`src/rtl/flash_pkg.sv`:
```
package flash_pkg;

   localparam int BYTE_W = 8;

   typedef enum logic [1:0] {
      OP_IDLE  = 2'd0,
      OP_ERASE = 2'd1,
      OP_PROG  = 2'd2
   } flash_op_e;

endpackage

```
`src/rtl/flash_cmd_ctrl.sv`:
```
module flash_cmd_ctrl
   import flash_pkg::*;
#(
   parameter int ADDR_W        = 14,
   parameter int ARRAY_BYTES   = 512,
   parameter int ROW_BYTES     = 32,
   parameter int ERASE_CYCLES  = 12,
   parameter int PROG_CYCLES   = 6
) (
   input  logic                          clk,
   input  logic                          rst_n,
   input  logic [ADDR_W-1:0]             addr_i,
   input  logic                          erase_req_i,
   input  logic                          prog_req_i,
   input  logic [ROW_BYTES*BYTE_W-1:0]   wr_buf_i,
   input  logic [ROW_BYTES-1:0]          wr_be_i,
   output logic                          busy_o,
   output logic                          done_o,
   output logic                          err_o,
   output logic                          commit_o,
   output flash_op_e                     op_o,
   output logic [ADDR_W-$clog2(ROW_BYTES)-1:0] row_o,
   output logic [ROW_BYTES*BYTE_W-1:0]   buf_o,
   output logic [ROW_BYTES-1:0]          be_o
);

   localparam int ROW_SH    = $clog2(ROW_BYTES);
   localparam int ROW_IX_W  = ADDR_W - ROW_SH;
   localparam int MAX_CYC   = (ERASE_CYCLES > PROG_CYCLES) ? ERASE_CYCLES : PROG_CYCLES;
   localparam int CNT_W     = $clog2(MAX_CYC + 1);

   logic                        busy_q, done_q, err_q;
   logic [CNT_W-1:0]            cnt_q;
   flash_op_e                   op_q;
   logic [ROW_IX_W-1:0]         row_q;
   logic [ROW_BYTES*BYTE_W-1:0] buf_q;
   logic [ROW_BYTES-1:0]        be_q;
   logic                        in_range, any_req, accept, reject, finish;

   generate
      if (ARRAY_BYTES == (1 << ADDR_W)) begin : g_full_space
         assign in_range = 1'b1;
      end else begin : g_partial_space
         assign in_range = ({1'b0, addr_i} < (ADDR_W+1)'(ARRAY_BYTES));
      end
   endgenerate

   assign any_req = erase_req_i | prog_req_i;
   assign accept  = !busy_q && any_req && in_range;
   assign reject  = !busy_q && any_req && !in_range;
   assign finish  = busy_q && (cnt_q == '0);

   always_ff @(posedge clk or negedge rst_n) begin
      if (!rst_n) begin
         busy_q <= 1'b0;
         done_q <= 1'b0;
         err_q  <= 1'b0;
         cnt_q  <= '0;
         op_q   <= OP_IDLE;
         row_q  <= '0;
         buf_q  <= '0;
         be_q   <= '0;
      end else begin
         done_q <= finish;
         if (accept) begin
            busy_q <= 1'b1;
            err_q  <= 1'b0;
            row_q  <= addr_i[ADDR_W-1:ROW_SH];
            if (erase_req_i) begin
               op_q  <= OP_ERASE;
               cnt_q <= CNT_W'(ERASE_CYCLES - 1);
            end else begin
               op_q  <= OP_PROG;
               cnt_q <= CNT_W'(PROG_CYCLES - 1);
               buf_q <= wr_buf_i;
               be_q  <= wr_be_i;
            end
         end else if (reject) begin
            err_q <= 1'b1;
         end else if (finish) begin
            busy_q <= 1'b0;
            op_q   <= OP_IDLE;
         end else if (busy_q) begin
            cnt_q <= cnt_q - CNT_W'(1);
         end
      end
   end

   assign busy_o   = busy_q;
   assign done_o   = done_q;
   assign err_o    = err_q;
   assign commit_o = finish;
   assign op_o     = op_q;
   assign row_o    = row_q;
   assign buf_o    = buf_q;
   assign be_o     = be_q;

   assert_busy_holds_R5: assert property (@(posedge clk) disable iff (!rst_n)
      busy_q && (cnt_q != '0) |=> busy_q);

   assert_done_after_busy_R5: assert property (@(posedge clk) disable iff (!rst_n)
      done_q |-> !busy_q && $past(busy_q));

   assert_latched_cmd_stable_R7: assert property (@(posedge clk) disable iff (!rst_n)
      busy_q && !finish |=> $stable(row_q) && $stable(op_q) && $stable(buf_q) && $stable(be_q));

   assert_reject_flags_R9: assert property (@(posedge clk) disable iff (!rst_n)
      reject |=> !busy_q && err_q);

endmodule

```
`config.mk`:
```
export PLATFORM = sky130hd
export DESIGN_NAME = flash_cmd_ctrl
export DESIGN_NICKNAME = d
export VERILOG_FILES = /design/src/rtl/flash_pkg.sv /design/src/rtl/flash_cmd_ctrl.sv
export SDC_FILE = /design/constraint.sdc
export NUM_CORES = 1
export LEC_CHECK = 0
export ABC_AREA = 1
export BUFFER_PORTS_ARGS = -buffer_cell sky130_fd_sc_hd__buf_2
export CORE_AREA = 2 2 234 236
export CTS_BUF_LIST = sky130_fd_sc_hd__clkbuf_8
export DETAILED_ROUTE_END_ITERATION = 10
export DIE_AREA = 0 0 236 238
export PLACE_DENSITY_LB_ADDON = 0.12
export SKIP_LAST_GASP = 1
export SYNTH_ARGS = -nofsm -noshare
export SYNTH_HDL_FRONTEND = slang
export SYNTH_SLANG_ARGS = --single-unit
```
`constraint.sdc`:
```
create_clock -name clk -period 3.9 [get_ports clk]
set_clock_uncertainty 0.2 [all_clocks]
set_input_delay 0.78 -clock clk [delete_from_list [all_inputs] [get_ports clk]]
set_output_delay 0.78 -clock clk [all_outputs]
set_load 0.03 [all_outputs]
```
==> results list <==
- Critical-path maximum fanout: 5
- Die Height: about 240 microns
- Most instantiated library cell after synthesis: sky130_fd_sc_hd__nand2_1
- Clock tree synthesis selected as its root buffer the cell sky130_fd_sc_hd__clkbuf_8.
* Final RePlAce weighted congestion: roughly 0.78
- Final critical-path required period: 2.94 ns
- For this configuration, the core starts out at a cell density of ~22%.
- The detailed router placed just over 10000 vias in this run.
- H-tree lvl count: 2
* Count of flip-flops with a built-in enable after synthesis: 0
- Final period util: 75.4%
- The detailed router finished its first iteration with between 500 and 600 violations.
* Clock buffers created by TritonCTS: 57
* Maximum count of clock buffers along a single path: 3
- Setup violations remaining at the end of the flow were counted as 0.
- Slew of the pin with the lowest slew margin: roughly 0.9 ns
- Leakage Power: 10.3 nW
- Post-layout total power: around 0.010 W
- Clock slew at the register clock pins of the worst setup and hold paths: around 0.06 ns
- For this run, the detailed router's first-pass iteration total came to 4.
- The synthesized design spends more area on one cell type than any other, namely sky130_fd_sc_hd__dfrtp_1.
* Syn Area/Cell: slightly below 9 sq um
- The number of global-route vias before repair came to 10600.
- Area of combinational cells with multiple inputs: roughly 3500 sq um
- The worst setup path is captured at a primary output.
- The most numerous cell type found on the critical path is sky130_fd_sc_hd__inv_1.
* Post-detailed-routing wire length: between 40000 and 50000 microns
- # fillers: slightly below 6000
* Horizontal die dimension: around 240 microns
- Setup repair after global routing missed its margin: no
- In this design, the stage delay of the slowest critical-path cell is ~0.37 ns.
* Antenna violations before repair: 6
- Pin count of the biggest net entering global routing: 148
- Buffers inserted during post-CTS setup optimization: 0
- In this run the tightest slew margin relative to its limit is roughly two fifths.
- IR analysis of the VDD net gives a maximum drop of 0.284 mV.
* Wire length per cell after detailed routing: 15.6 microns
- # rows: 85
- The flow ran to the end, and the final reports show no timing, DRC or antenna violations.
- Area of the die: between 50000 and 60000 sq um
* Overflow after GRT: 0
- Net switching is roughly 38% of the power.
- Proportion of netlist area held by the largest area contributor: 66.0%
* Antenna Nets Post-Route: 0
- Counting both buffers and inverters, the worst setup path holds a total of 3.
- Total nets after synthesis: 1620
* Clock net sink count: around 300
- Internal Pwr Total: ~0.0064 W
- Among all flip-flop cells after synthesis, the most frequent one is sky130_fd_sc_hd__dfrtp_1.
- The max-slew violation count was 0.
- Max-capacitance violation count: 0
- TritonCTS built the clock tree.
- Top post-synthesis cells by count: 895 x sky130_fd_sc_hd__nand2_1, 306 x sky130_fd_sc_hd__dfrtp_1, 24 x sky130_fd_sc_hd__buf_4
- Critical path class: reg2out
- Relative to the synthesized area, the layout overhead comes to 42.9%.
* Overall track demand over capacity in global routing: between 10% and 20%
* Power per cell area: just over 600 nW/um^2
- The final hold violation count is 0.
- Floorplan core area: 53500 sq um
- For the worst setup path, the data arrival time is 1.96 ns.
* Portion of total power attributed to sequential cells: 40.3%
* Count of input and output buffers: ~600
* Number of top-level pins: between 600 and 700
- For the worst setup path, the data required time is 2.92 ns.
- Count of cells resized by post-cts repair: 0
- Dividing the detail-routed via count by the number of cells gives just under 4.
- Sequence of cells on the critical path: inv_1 > ha_1 > nand4_1 > inv_1 > buf_2
- Post-synth cell types: 17
- Cells with a size suffix above 1 make up ~36% of the layout.
- During synthesis, Yosys emitted a total of 0 warnings.
- Post-synthesis instance total: between 1000 and 1500
* CP top delay family: buffers and inverters
- In the post-synthesis netlist, the biggest area contributors are sky130_fd_sc_hd__dfrtp_1 66%, sky130_fd_sc_hd__nand2_1 29%, sky130_fd_sc_hd__buf_4 1.6%.
- Summed over all nets, the switching power comes to a little under 0.004 W.
- For this run, the post-layout net count is approximately 2200.
- In the synthesized netlist the async set-or-reset flop fraction comes to between 90% and 100%.
- Maximum operating frequency: about 340 MHz
- The worst setup path is launched from a flop.
- Fin Setup TNS: 0 ns
- Clk network pwr share: 30.2%
- Cell with the largest stage delay on the worst path: sky130_fd_sc_hd__dfrtp_1
- Detailed placement ended at an HPWL of between 20000 and 30000 microns.
* First-pass GRT wire length: approximately 64000 microns
* Combinational Power Share: 29.5%
- Sequential cell area: between 7000 and 8000 sq um
* Clock insertion delay at the later pin of the skew report: 0.62 ns
* Worst Hold Class: in2reg
* Number of flip-flops and latches in the synthesized netlist: ~300
* Remaining design rule violation count: 0
* Share of synthesized area occupied by flip-flops and latches: 66.0%
- Summed instance area of the synthesized netlist: about 12000 sq um
[final cells by class]
class,instances,share of cell area (%)
Antenna cell,5,0.0755
Multi-Input combinational cell,925,21.3
Clock buffer,72,5.98
Sequential cell,306,46.2
Timing Repair Buffer,623,19.8
Inverter,16,0.408
Clock inverter,35,1.01
Tap cell,696,5.25
[path summary, 6_finish.rpt]
kind / startpoint / end / slack [ns] / cells after the start
worst max-delay path: cnt_q[0] / commit_o / 0.96 / 5
worst min-delay path: wr_buf_i[178] / buf_o[178] / 0.15 / 3
worst max register to register: busy_o / buf_o[51] / 1.17 / 6
max in group asynchronous: rst_n / buf_o[195] / 1.94 / 3
min in group asynchronous: rst_n / buf_o[179] / 0.58 / 2
worst min register to register: be_o[24] / be_o[24] / 0.27 / 2
[cells in the final DEF, fill, tap and decap left out, drive strengths merged]
cell and instances:
or2 1, nand3 11, inv 46, diode 5
xor2 1, clkinvlp 2, clkbuf 72, dfrtp 306
dlygate4sd3 1, nand2 895, nand4 1, nor2 14
bufinv 1, ha 2, clkinv 2, buf 622
[per-layer routing]
| layer | global-route usage, % | vias up | share of wire (%) |
|---|---|---|---|
| met5 | 0 | - | 0.062 |
| met4 | 4.96 | 4 | 2.5 |
| met3 | 4.95 | 75 | 8.0 |
| met2 | 23.9 | 407 | 47 |
| met1 | 17.9 | 4708 | 43 |
| li1 | - | 5179 | - |
[tightest hold or removal path: cells and delay by family]
family                 cells  cell delay [ns]
buffers and inverters      1             0.07
AND/OR/NAND/NOR            2             0.08
[kinds of logic after synthesis]
logic type    after synthesis  synth area share [%]
fa+ha+maj                   2                 0.216
buf+inv                    81                  3.65
simple gates              922                  30.1
flops                     306                  66.0
xor+xnor                    1                0.0755
[power groups by stage]
| stage | Clock, W | Sequential [W] | Combinational [W] |
|---|---|---|---|
| 3_5_place_dp | 0 | 0.00420 | 0.00310 |
| 2_1_floorplan | 0 | 0.00547 | 0.000622 |
| 3_3_place_gp | 0 | 0.00420 | 0.00309 |
| 6_report | 0.00311 | 0.00416 | 0.00304 |
| 5_1_grt | 0.00341 | 0.00425 | 0.00329 |
| 4_1_cts | 0.00327 | 0.00417 | 0.00310 |
[metrics by stage]
step	setup slack, ns	utilization, %	area [sq um]	hold slack (ns)	cells
2_1_floorplan	1.87	-	11600	0.252	1312
3_3_place_gp	0.675	28.8	15400	0.257	2565
3_5_place_dp	0.622	28.8	15400	0.259	2565
4_1_cts	0.866	31.0	16600	0.0594	2673
5_1_grt	0.808	31.0	16600	0.0909	2675
6_report	0.961	31.0	16600	0.146	2678
[timing repair]
action / 4_1_cts / 5_1_grt
setup endpoints to repair: 0 / 0
hold buffers: 1 / 0
endpoints found under the hold margin: 28 / 0
[flip-flops by register name, summed over array words and instances (netlist names)]
register,cells
op_o,2
be_o,32
cnt_q,4
err_o,1
row_o,9
done_o,1
buf_o,256
busy_o,1
No activity file was read; power rests on OpenSTA's default activity.
